### config.mk
export PLATFORM = sky130hd
export DESIGN_NAME = tmr_chan_top
export DESIGN_NICKNAME = d
export VERILOG_FILES = /design/src/rtl/tmr_chan_pkg.sv /design/src/rtl/tmr_chan_regs.sv /design/src/rtl/tmr_modcnt.sv /design/src/rtl/tmr_chan_out.sv /design/src/rtl/tmr_cap_filter.sv /design/src/rtl/tmr_chan_top.sv
export SDC_FILE = /design/constraint.sdc
export NUM_CORES = 1
export LEC_CHECK = 0
export ABC_AREA = 1
export ABC_CLOCK_PERIOD_IN_PS = 2150
export BUFFER_PORTS_ARGS = -buffer_cell sky130_fd_sc_hd__clkbuf_2
export CORE_UTILIZATION = 30
export DETAILED_ROUTE_END_ITERATION = 6
export GPL_TIMING_DRIVEN = 0
export PLACE_DENSITY = 0.46
export SYNTH_ARGS = -nofsm -noshare
export SYNTH_HDL_FRONTEND = slang
export SYNTH_SLANG_ARGS = --single-unit
### constraint.sdc
create_clock -name clk -period 2.15 [get_ports clk]
set_input_delay 0 -clock clk [delete_from_list [all_inputs] [get_ports clk]]
set_output_delay 0 -clock clk [all_outputs]
set_load 0.05 [all_outputs]
### src/rtl/tmr_chan_pkg.sv
package tmr_chan_pkg;

    // Register addresses of the configuration port
    localparam logic [1:0] ADDR_TERM = 2'd0;
    localparam logic [1:0] ADDR_CMP  = 2'd1;
    localparam logic [1:0] ADDR_CTRL = 2'd2;

    // Channel operating mode; bit 1 set selects capture
    typedef enum logic [1:0] {
        MODE_OC   = 2'b00,
        MODE_PWM  = 2'b01,
        MODE_CAP  = 2'b10,
        MODE_CAPX = 2'b11
    } chan_mode_e;

    // Control word, packed so that bit 0 is the overflow-toggle enable
    typedef struct packed {
        logic       clr_on_match;  // bit 4
        chan_mode_e mode;          // bits 3:2
        logic       max_duty;      // bit 1
        logic       ovf_toggle;    // bit 0
    } chan_ctrl_t;

    localparam int CTRL_W = $bits(chan_ctrl_t);

    function automatic logic is_capture(input chan_mode_e m);
        return m[1];
    endfunction

endpackage

### src/rtl/tmr_chan_regs.sv
module tmr_chan_regs
    import tmr_chan_pkg::*;
#(
    parameter int               CNT_W    = 16,
    parameter logic [CNT_W-1:0] TERM_RST = '1
) (
    input  logic             clk,
    input  logic             rst_n,
    input  logic             wr_en,
    input  logic [1:0]       wr_addr,
    input  logic [CNT_W-1:0] wr_data,
    output logic [CNT_W-1:0] term_o,
    output logic [CNT_W-1:0] cmp_o,
    output chan_ctrl_t       ctrl_o
);

    typedef struct packed {
        logic [CNT_W-1:0] term;
        logic [CNT_W-1:0] cmp;
        chan_ctrl_t       ctrl;
    } reg_st_t;

    reg_st_t st_d, st_q;

    always_comb begin
        st_d = st_q;
        if (wr_en) begin
            unique case (wr_addr)
                ADDR_TERM: st_d.term = wr_data;
                ADDR_CMP:  st_d.cmp  = wr_data;
                ADDR_CTRL: st_d.ctrl = chan_ctrl_t'(wr_data[CTRL_W-1:0]);
                default:   st_d = st_q;
            endcase
        end
    end

    always_ff @(posedge clk or negedge rst_n) begin
        if (!rst_n) begin
            st_q.term <= TERM_RST;
            st_q.cmp  <= '0;
            st_q.ctrl <= '0;
        end else begin
            st_q <= st_d;
        end
    end

    assign term_o = st_q.term;
    assign cmp_o  = st_q.cmp;
    assign ctrl_o = st_q.ctrl;

    // A write to one address never disturbs the terminal count held elsewhere
    p_term_hold_r1: assert property (@(posedge clk) disable iff (!rst_n)
        !(wr_en && wr_addr == ADDR_TERM) |=> term_o == $past(term_o));

endmodule

### src/rtl/tmr_modcnt.sv
module tmr_modcnt #(
    parameter int CNT_W = 16
) (
    input  logic             clk,
    input  logic             rst_n,
    input  logic [CNT_W-1:0] term_i,
    output logic [CNT_W-1:0] cnt_o,
    output logic             ovf_o
);

    localparam logic [CNT_W-1:0] ONE = CNT_W'(1);

    typedef struct packed {
        logic [CNT_W-1:0] cnt;
    } cnt_st_t;

    cnt_st_t st_d, st_q;
    logic    at_term;

    always_comb begin
        st_d    = st_q;
        at_term = (st_q.cnt == term_i);
        if (at_term) begin
            st_d.cnt = '0;
        end else begin
            st_d.cnt = st_q.cnt + ONE;
        end
    end

    always_ff @(posedge clk or negedge rst_n) begin
        if (!rst_n) begin
            st_q <= '0;
        end else begin
            st_q <= st_d;
        end
    end

    assign cnt_o = st_q.cnt;
    assign ovf_o = at_term;

    // the wrap follows the overflow clock
    p_wrap_r1: assert property (@(posedge clk) disable iff (!rst_n)
        ovf_o |=> cnt_o == '0);

    // away from overflow the count steps by one
    p_step_r1: assert property (@(posedge clk) disable iff (!rst_n)
        !ovf_o |=> cnt_o == $past(cnt_o) + ONE);

endmodule

### src/rtl/tmr_chan_out.sv
module tmr_chan_out
    import tmr_chan_pkg::*;
#(
    parameter int CNT_W = 16
) (
    input  logic             clk,
    input  logic             rst_n,
    input  logic [CNT_W-1:0] cnt_i,
    input  logic [CNT_W-1:0] cmp_i,
    input  logic             ovf_i,
    input  chan_ctrl_t       ctrl_i,
    output logic             pin_o
);

    typedef struct packed {
        logic pin;
        logic max_eff;   // override sampled at the period boundary
    } out_st_t;

    out_st_t st_d, st_q;
    logic    cmp_hit;
    logic    cmp_nonzero;
    logic    tov_act;

    always_comb begin
        st_d        = st_q;
        cmp_hit     = (cnt_i == cmp_i);
        cmp_nonzero = (cmp_i != '0);
        tov_act     = ovf_i && ctrl_i.ovf_toggle;

        unique case (ctrl_i.mode)
            MODE_PWM: begin
                if (ovf_i) begin
                    st_d.max_eff = ctrl_i.max_duty && ctrl_i.ovf_toggle;
                end
                if (tov_act) begin
                    st_d.pin = st_d.max_eff || cmp_nonzero;
                end else if (ovf_i && !cmp_hit) begin
                    st_d.pin = st_q.pin;
                end else if (cmp_hit && !st_q.max_eff) begin
                    st_d.pin = 1'b0;
                end
            end
            MODE_OC: begin
                st_d.max_eff = 1'b0;
                if (tov_act) begin
                    st_d.pin = !st_q.pin;
                end else if (cmp_hit) begin
                    st_d.pin = ctrl_i.clr_on_match ? 1'b0 : !st_q.pin;
                end
            end
            default: begin
                // capture: overflow and compare leave the pin alone
                st_d.max_eff = 1'b0;
                st_d.pin     = st_q.pin;
            end
        endcase
    end

    always_ff @(posedge clk or negedge rst_n) begin
        if (!rst_n) begin
            st_q <= '0;
        end else begin
            st_q <= st_d;
        end
    end

    assign pin_o = st_q.pin;

    // overflow toggles the pin in compare mode when enabled
    p_oc_toggle_r2: assert property (@(posedge clk) disable iff (!rst_n)
        (ctrl_i.mode == MODE_OC && ctrl_i.ovf_toggle && ovf_i) |=> pin_o != $past(pin_o));

    // overflow without a match is silent when the toggle is off
    p_oc_quiet_r2: assert property (@(posedge clk) disable iff (!rst_n)
        (ctrl_i.mode == MODE_OC && !ctrl_i.ovf_toggle && ovf_i && cnt_i != cmp_i)
        |=> $stable(pin_o));

    // a coincident clear-on-match is dropped in favour of the toggle
    p_ovf_wins_r3: assert property (@(posedge clk) disable iff (!rst_n)
        (ctrl_i.mode == MODE_OC && ctrl_i.ovf_toggle && ovf_i && cnt_i == cmp_i && !pin_o)
        |=> pin_o);

    // once the override is in force the pin stays high inside the period
    p_max_hold_r6: assert property (@(posedge clk) disable iff (!rst_n)
        (ctrl_i.mode == MODE_PWM && st_q.max_eff && !ovf_i) |=> pin_o);

    // capture mode freezes the output
    p_cap_hold_r8: assert property (@(posedge clk) disable iff (!rst_n)
        is_capture(ctrl_i.mode) |=> $stable(pin_o));

endmodule

### src/rtl/tmr_cap_filter.sv
module tmr_cap_filter #(
    parameter int CNT_W       = 16,
    parameter int STAB_CYCLES = 2
) (
    input  logic             clk,
    input  logic             rst_n,
    input  logic             cap_en_i,
    input  logic             pin_i,
    input  logic [CNT_W-1:0] cnt_i,
    output logic             evt_o,
    output logic [CNT_W-1:0] val_o
);

    localparam int             SW     = $clog2(STAB_CYCLES + 1);
    localparam logic [SW-1:0]  STAB_N = SW'(STAB_CYCLES);
    localparam logic [SW-1:0]  S_ONE  = SW'(1);

    typedef struct packed {
        logic             prev;
        logic [SW-1:0]    stab;
        logic             evt;
        logic [CNT_W-1:0] val;
    } cap_st_t;

    cap_st_t st_d, st_q;
    logic    changed;
    logic    armed;

    always_comb begin
        st_d    = st_q;
        changed = (pin_i != st_q.prev);
        armed   = (st_q.stab >= STAB_N);

        st_d.prev = pin_i;
        st_d.evt  = cap_en_i && changed && armed;
        if (st_d.evt) begin
            st_d.val = cnt_i;
        end

        if (!cap_en_i || changed) begin
            st_d.stab = '0;
        end else if (!armed) begin
            st_d.stab = st_q.stab + S_ONE;
        end
    end

    always_ff @(posedge clk or negedge rst_n) begin
        if (!rst_n) begin
            st_q <= '0;
        end else begin
            st_q <= st_d;
        end
    end

    assign evt_o = st_q.evt;
    assign val_o = st_q.val;

    // no capture event is produced outside capture mode
    p_no_evt_idle_r9: assert property (@(posedge clk) disable iff (!rst_n)
        !cap_en_i |=> !evt_o);

    // an accepted edge restarts the stability window, so events never abut
    p_evt_gap_r9: assert property (@(posedge clk) disable iff (!rst_n)
        evt_o |=> !evt_o);

    // the captured value only moves together with an event
    p_val_hold_r9: assert property (@(posedge clk) disable iff (!rst_n)
        !evt_o |-> $stable(val_o));

endmodule

### src/rtl/tmr_chan_top.sv
module tmr_chan_top
    import tmr_chan_pkg::*;
#(
    parameter int               CNT_W       = 16,
    parameter int               STAB_CYCLES = 2,
    parameter logic [CNT_W-1:0] TERM_RST    = '1
) (
    input  logic             clk,
    input  logic             rst_n,
    input  logic             wr_en,
    input  logic [1:0]       wr_addr,
    input  logic [CNT_W-1:0] wr_data,
    input  logic             cap_pin_i,
    output logic             chan_pin_o,
    output logic             ovf_o,
    output logic [CNT_W-1:0] cnt_o,
    output logic             cap_evt_o,
    output logic [CNT_W-1:0] cap_val_o
);

    logic [CNT_W-1:0] term;
    logic [CNT_W-1:0] cmp;
    chan_ctrl_t       ctrl;
    logic [CNT_W-1:0] cnt;
    logic             ovf;

    tmr_chan_regs #(
        .CNT_W    (CNT_W),
        .TERM_RST (TERM_RST)
    ) u_regs (
        .clk     (clk),
        .rst_n   (rst_n),
        .wr_en   (wr_en),
        .wr_addr (wr_addr),
        .wr_data (wr_data),
        .term_o  (term),
        .cmp_o   (cmp),
        .ctrl_o  (ctrl)
    );

    tmr_modcnt #(
        .CNT_W (CNT_W)
    ) u_cnt (
        .clk    (clk),
        .rst_n  (rst_n),
        .term_i (term),
        .cnt_o  (cnt),
        .ovf_o  (ovf)
    );

    tmr_chan_out #(
        .CNT_W (CNT_W)
    ) u_out (
        .clk    (clk),
        .rst_n  (rst_n),
        .cnt_i  (cnt),
        .cmp_i  (cmp),
        .ovf_i  (ovf),
        .ctrl_i (ctrl),
        .pin_o  (chan_pin_o)
    );

    tmr_cap_filter #(
        .CNT_W       (CNT_W),
        .STAB_CYCLES (STAB_CYCLES)
    ) u_cap (
        .clk      (clk),
        .rst_n    (rst_n),
        .cap_en_i (is_capture(ctrl.mode)),
        .pin_i    (cap_pin_i),
        .cnt_i    (cnt),
        .evt_o    (cap_evt_o),
        .val_o    (cap_val_o)
    );

    assign ovf_o = ovf;
    assign cnt_o = cnt;

endmodule

==> results by group, run 1 <==
Layout
  – Fin nets: 574
  – Antenna cells: 0
  – Filler instances: 1,290
  – Share of layout cells above drive strength 1: 24.5%
  – Multi-input gate area: 1450 um2
  – Sequential Area: 1900 um2
  – Cell area after layout: 4690 um2
  – Synth-to-Final Area Change: 25.9%

Logic synthesis
  – Synth warn: 0
  – Top_reg_cell synth: dfrtp_1
  – Distinct cell type count after synthesis: 31
  – Synthesized Nets: 488
  – #FFs+latches synth: 75
  – Cells after synthesis: 464
  – Post-synth EDFFs: 0
  – Register area share after synthesis: 50.9%
  – Post-Syn Area: 3730 um2
  – Mean post-synth cell area: 8.03 um2
  – Asr flop ratio synth: 100%

Worst setup path
  – Cell Chain, Critical Path: inv_2 -> nand2_1 -> nand2_1 -> nor2_1 -> nand2_1 -> nor2_4 -> nand2_4 -> inv_6 -> clkbuf_2
  – CP arrival: 1.92 ns
  – CP peak stage delay: 0.51 ns
  – CP startpoint kind: flip-flop
  – Worst Path Buf+Inv: 3
  – Cells on worst reg2reg path: 9
  – Setup CP Type: flip-flop to primary output
  – Top delay family on crit path: simple AND/OR/NAND/NOR gates
  – Critical path depth in cells: 9
  – Cell mode on critical path: nand2_1
  – Crit Path Max Fanout: 8
  – Crit. End Element: primary output
  – CP required: 2.15 ns
  – Slowest CP cell: dfrtp_1

Floorplanning
  – I/O pins: 57
  – Die outline height: 113 um
  – Row count: 40
  – Core area: 12,100 um2
  – Die X: 113 um
  – Die ar.: 12,900 um2
  – Initial Utilization: 30.9%

Clocking
  – Clk root buf: clkbuf_16
  – CTS clk-pin slew, worst paths: 0.06 ns
  – Clock Path Buffers: 2
  – H-Tree Depth: 3
  – Post-CTS sizing: 0
  – CTS tree: built
  – Worst skew pair latency: 0.33 ns
  – Clock tree sinks: 75
  – Inserted Clock Buffers: 9

Placement
  – Routability cong.: 0.747
  – Dpl cell area: 4240 um2
  – Quantity of I/O buffers inserted on ports: 56
  – Worst slack, placed: 0.322 ns
  – Hpwl dp: 7.18 mm

GRT
  – GRT overflow: 0
  – First-pass GRT wire length: 15.5 mm
  – Pin count of the biggest net entering global routing: 41
  – Vias in the first global route: 3,006
  – Initial antenna violation count: 0
  – Total GRT Usage: 15.7%

STA
  – Setup repair after global routing missed its margin: no
  – Slew @ Worst Pin: 0.529 ns
  – Final setup viols: 0
  – Skew final: 0.00458 ns
  – Slew Viols, Final: 0
  – Max Freq: 0.520 GHz
  – Clock period minus worst slack: 1.92 ns
  – Total Neg Setup Slack: 0 ns
  – Max_slew headroom: 64.7%
  – WHS: 0.0539 ns
  – Final critical-path setup slack: 0.227 ns
  – Final Cycle Share: 89.5%
  – Final hold vios: 0

Hold path
  – Worst hold path type: input pin to flip-flop
  – Hold path depth: 4

Detailed routing
  – Post-route ant nets: 0
  – WL/cell: 12.7 um
  – First DRT Iteration DRCs: 104
  – 1st-pass router iterations: 4
  – Vias: 3,100
  – DRC Markers: 0
  – DRT Wirelength: 9.20 mm
  – Via/cell ratio: 4.29

Pwr
  – Total Power: 5670 uW
  – Maximum vdd drop: 0.393 mV
  – Pwr dens: 1210 nW/um2
  – Leakage: 0.00237 uW

Outcome
  – Status: finished, final reports clean

Flow run
  – Max-Cap Viols: 0
## cell usage in the layout, fill, tap and decap left out, drive strengths merged
master / instances
dfrtp: 59
nor4: 5
o22ai: 2
nor2: 38
inv: 57
xor2: 11
or2: 1
dfstp: 16
dlygate4sd3: 18
clkinv: 4
o21ai: 63
nor3: 12
nand3: 10
nand4: 1
a21oi: 11
nand2: 147
buf: 18
clkbuf: 79
ha: 2
xnor2: 1
## per-stage QoR
step | cells | util (%)
4_1_cts | 723 | 38.9
2_1_floorplan | 464 | -
3_5_place_dp | 689 | 35.2
5_1_grt | 723 | 38.9
3_3_place_gp | 688 | 35.0
6_report | 723 | 38.9
## per-layer routing
metal | share of wire [%] | vias to the layer above | GRT usage [%]
met2 | 47 | 46 | 25.0
met5 | 0 | - | 0
met4 | 1.8 | 0 | 6.58
met1 | 49 | 1422 | 21.3
met3 | 2.0 | 9 | 2.18
li1 | - | 1623 | -
## cell families (layout without fill, tap and decap cells)
family          count (synthesis)  in the layout  synth area share, %
simple gates                  214            214                 24.9
buf+inv                        85            176                 10.3
compound gates                 76             76                 10.4
flops                          75             75                 50.9
xor+xnor                       12             12                 2.82
fa+ha+maj                       2              2                0.671
## worst register-to-register path: cells and delay by family, from the launching register on
kind	cells	cell delay, ns
simple gates	7	0.86
flops	1	0.51
fa+ha+maj	1	0.26
compound gates	1	0.11
## registers in the layout, summed over array words and instances (netlist names)
| register | cells |
|---|---|
| u_cnt.cnt_o | 16 |
| u_out.st_q | 1 |
| u_cap.evt_o | 1 |
| u_cap.val_o | 16 |
| u_out.pin_o | 1 |
| u_regs.cmp_o | 16 |
| u_regs.term_o | 16 |
| u_cap.st_q | 3 |
| u_regs.ctrl_o | 5 |
## path summary, 6_finish.rpt
path | end | from | slack (ns)
setup / recovery | ovf_o | u_cnt.cnt_o[8]$_DFF_PN0_ | 0.23
hold / removal | u_regs.term_o[1]$_DFFE_PN1P_ | wr_en | 0.05
setup reg to reg | u_cnt.cnt_o[14]$_DFF_PN0_ | u_cnt.cnt_o[0]$_DFF_PN0_ | 0.33
hold reg to reg | u_cap.val_o[7]$_DFFE_PN0P_ | u_cap.val_o[7]$_DFFE_PN0P_ | 0.48
max in group asynchronous | u_regs.term_o[1]$_DFFE_PN1P_ | rst_n | 1.29
min in group asynchronous | u_regs.cmp_o[13]$_DFFE_PN0P_ | rst_n | 0.21
## cell usage after synthesis (2+ instances only)
| cell | n | area share (%) |
|---|---|---|
| inv_2 | 13 | 1.3 |
| inv_1 | 43 | 4.3 |
| xor2_1 | 11 | 2.6 |
| nand3_2 | 3 | 0.81 |
| o21ai_0 | 59 | 7.9 |
| nor4_1 | 4 | 0.67 |
| o21ai_1 | 4 | 0.54 |
| clkbuf_1 | 9 | 0.91 |
| nand3_1 | 7 | 0.94 |
| nand2_1 | 142 | 14 |
| nor2_1 | 31 | 3.1 |
| a21oi_1 | 10 | 1.3 |
| nor3_1 | 11 | 1.5 |
| nor2_2 | 5 | 0.84 |
| clkinv_1 | 2 | 0.20 |
| nand2_2 | 4 | 0.67 |
| ha_1 | 2 | 0.67 |
| dfstp_2 | 16 | 11 |
| o22ai_1 | 2 | 0.34 |
| nor2_4 | 2 | 0.60 |
| buf_4 | 16 | 3.2 |
| dfrtp_1 | 59 | 40 |
## cell type report
| cell class | instances | share of cell area [%] |
|---|---|---|
| repair buffers | 75 | 10.3 |
| inverters | 59 | 4.82 |
| clock inverters | 2 | 0.213 |
| well taps | 168 | 4.48 |
| flip-flops and latches | 75 | 40.4 |
| clock buffers | 14 | 5.62 |
| multi-input cells | 304 | 30.8 |
| plain buffers | 26 | 3.38 |
## what timing repair did
| item | CTS | global route |
|---|---|---|
| endpoints found under the hold margin | 72 | 0 |
| hold buffers | 18 | 0 |
| buffers inserted | 0 | 0 |
## power breakdown
group / total [uW] / internal (uW) / switching, uW
sequential: 2140 / 1780 / 354
clock: 1380 / 841 / 538
combinational: 2150 / 678 / 1470
total: 5670 / 3300 / 2360
(Power assumes the default switching activity.)
==> inputs of run 2 (changes only) <==
--- a/config.mk
+++ b/config.mk
@@ -6,9 +6,10 @@
 export NUM_CORES = 1
 export LEC_CHECK = 0
 export ABC_AREA = 1
-export ABC_CLOCK_PERIOD_IN_PS = 2150
+export ABC_CLOCK_PERIOD_IN_PS = 1890
 export BUFFER_PORTS_ARGS = -buffer_cell sky130_fd_sc_hd__clkbuf_2
 export CORE_UTILIZATION = 30
+export CTS_CLUSTER_SIZE = 40
 export DETAILED_ROUTE_END_ITERATION = 6
 export GPL_TIMING_DRIVEN = 0
 export PLACE_DENSITY = 0.46
==> constraint.sdc (replaced) <==
create_clock -name clk -period 1.89 [get_ports clk]
set_input_delay 0 -clock clk [delete_from_list [all_inputs] [get_ports clk]]
set_output_delay 0 -clock clk [all_outputs]
set_load 0.05 [all_outputs]
==> results by group, run 2 (synthesis gave the netlist of run 1 again) <==
GRT
  – Vias in the first global route: 2,987 (-0.63%)
  – Pin count of the biggest net entering global routing: 39 (-4.9%)
  – Initial antenna violation count: 0 (unchanged)
  – Total GRT Usage: 15.8% (+0.10 points)
  – First-pass GRT wire length: 15.3 mm (-0.89%)
  – GRT overflow: 0 (unchanged)

STA
  – Final Cycle Share: 92.8%
  – Max_slew headroom: 64.6% (-0.15 points)
  – Slew Viols, Final: 0 (unchanged)
  – Max Freq: 0.570 GHz
  – Clock period minus worst slack: 1.75 ns
  – Final setup viols: 0 (unchanged)
  – WHS: 0.0595 ns (+0.00560 ns)
  – Setup repair after global routing missed its margin: yes
  – Skew final: 0.00573 ns (+0.00115 ns)
  – Final hold vios: 0 (unchanged)
  – Slew @ Worst Pin: 0.532 ns (+0.00218 ns)

Layout
  – Final core occ: 39.2% (+0.30 points)
  – Synth-to-Final Area Change: 26.9%
  – Share of layout cells above drive strength 1: 26.7% (+2.2 points)
  – Most frequent cells in the layout: 142 x nand2_1, 59 x o21ai_0, 56 x clkbuf_2, 50 x dfrtp_1, 43 x inv_1
  – Commonest non-fill, non-tap cell in the layout: nand2_1
  – Fin nets: 574 (unchanged)
  – Antenna cells: 0 (unchanged)
  – Filler instances: 1,280 (-0.78%)

Detailed routing
  – Post-route ant nets: 0 (unchanged)
  – 1st-pass router iterations: 4 (unchanged)
  – DRC Markers: 0 (unchanged)
  – DRT Wirelength: 9.24 mm (+0.47%)
  – WL/cell: 12.8 um (+0.47%)
  – First DRT Iteration DRCs: 76 (-27%)
  – Vias: 3,139 (+1.3%)
  – Via/cell ratio: 4.34 (+1.3%)

Pwr
  – Comb pwr share: 37.6% (-0.3 points)
  – Leakage: 0.00236 uW (-0.20%)
  – Maximum vdd drop: 0.375 mV (-4.7%)
  – Pwr dens: 1380 nW/um2 (+14%)
  – Sw Pwr: 2700 uW (+14%)
  – Clock power frac: 24.9% (+0.6 points)
  – Internal power: 3820 uW (+15%)
  – Sw Share: 41.4% (-0.26 points)
  – Sequential power share: 37.5% (-0.2 points)

Worst setup path
  – Cells on worst reg2reg path: 9 (unchanged)
  – Crit. End Element: primary output
  – Crit Path Max Fanout: 8 (unchanged)
  – Setup CP Type: flip-flop to primary output
  – FF-to-FF End: u_cnt.cnt_o[14]$_DFF_PN0_
  – R2R Path Start: u_cnt.cnt_o[0]$_DFF_PN0_
  – CP arrival: 1.75 ns (-0.17 ns)
  – CP startpoint kind: flip-flop
  – Reg-to-reg slack, setup: 0.16 ns (-0.17 ns)
  – CP required: 1.89 ns (-0.26 ns)

Placement
  – Routability cong.: 0.760 (+1.6%)
  – Quantity of I/O buffers inserted on ports: 56 (unchanged)
  – Hpwl dp: 7.06 mm (-1.6%)

Floorplanning
  – Die X: 113 um (unchanged)
  – Die ar.: 12,900 um2 (unchanged)
  – Die outline height: 113 um (unchanged)
  – Row count: 40 (unchanged)
  – Initial Utilization: 30.9% (unchanged)
  – I/O pins: 57 (unchanged)
  – Core area: 12,100 um2 (unchanged)

Clocking
  – Inserted Clock Buffers: 9 (unchanged)
  – CTS clk-pin slew, worst paths: 0.05 ns (about the same)
  – Clock tree sinks: 75 (unchanged)
  – H-Tree Depth: 3 (unchanged)
  – Worst skew pair latency: 0.33 ns (about the same)
  – Clock Path Buffers: 2 (unchanged)
  – Clk root buf: clkbuf_16
  – CTS tree: built

Hold path
  – Min-Delay Startpoint: wr_en
  – WHS Endpoint: u_regs.term_o[1]$_DFFE_PN1P_
  – Worst hold path type: input pin to flip-flop
  – Hold path depth: 4 (unchanged)

Outcome
  – Status: finished, final reports clean

Flow run
  – Max-Cap Viols: 0 (unchanged)
[run 2: cell count changes in the layout (fill, tap and decap cells not counted), moves of 2 or more]
cell	before	now
clkbuf_1	12	10
clkinv_2	2	0
dfrtp_1	59	50
dfrtp_2	0	9
[run 2: how the worst max path moves through the flow]
stage | slack (ns) | start | to | cells after the start
2_1_floorplan | 0.02 | u_cnt.cnt_o[8]$_DFF_PN0_ | u_out.pin_o$_DFFE_PN0P_ | 13
3_5_place_dp | 0.16 | u_cnt.cnt_o[0]$_DFF_PN0_ | u_cnt.cnt_o[14]$_DFF_PN0_ | 9
6_report | 0.14 | u_regs.term_o[14]$_DFFE_PN1P_ | ovf_o | 9
4_1_cts | 0.02 | u_regs.term_o[12]$_DFFE_PN1P_ | ovf_o | 9
3_3_place_gp | -0.05 | rst_n | u_cnt.cnt_o[1]$_DFF_PN0_ | 1
5_1_grt | -0.03 | u_regs.term_o[6]$_DFFE_PN1P_ | ovf_o | 9
[run 2: power groups by stage]
stage / Combinational [uW] / Clock (uW) / Sequential [uW]
after floorplan: 1630 / 0 / 2670
after global placement: 2410 / 0 / 2460
after detailed placement: 2440 / 0 / 2470
after CTS: 2480 / 1650 / 2450
after global routing: 2710 / 1740 / 2520
final: 2450 / 1620 / 2450
[run 2: stage by stage]
stage	worst slack (ns)	TNS [ns]	cell area (um2)	std cells	power, uW
floorplan	0.0172	0	3730	464	4300
global placement	-0.0472	-0.0932	4220	688	4870
detailed placement	0.156	0	4240	689	4910
CTS	0.0173	0	4710	723	6580
global route	-0.0277	-0.0277	4730	723	6960
finish	0.136	0	4730	723	6520
[run 2: critical path, stage by stage, from the launching register on]
cell,delay [ns]
dfstp_2,0.55
inv_1,0.04
nand2_1,0.05
nand2_1,0.05
nor2_1,0.09
nand2_1,0.10
nor2_2,0.16
nand2_4,0.10
inv_6,0.11
buf_6,0.16
[run 2: final cells by class]
type,instances,area [um2],area share [%]
well taps,168,210,4.44
repair buffers,75,489,10.3
multi-input cells,304,1450,30.7
plain buffers,26,161,3.41
flip-flops and latches,75,1910,40.3
clock buffers,15,278,5.87
clock inverters,1,7.51,0.159
inverters,59,226,4.79
[run 2: metal layers]
layer	part of all wire (%)	track usage, %
met4	2.7	7.02
met5	0	0
met1	48	21.0
met3	3.4	3.45
met2	46	24.6
[run 2: timing repair]
action                                  4_1_cts  5_1_grt
setup buffers                                 0        0
gates resized for setup                       4       11
hold endpoints to repair                     63        0
hold buffers                                 18        0
endpoints found under the setup margin        1       14
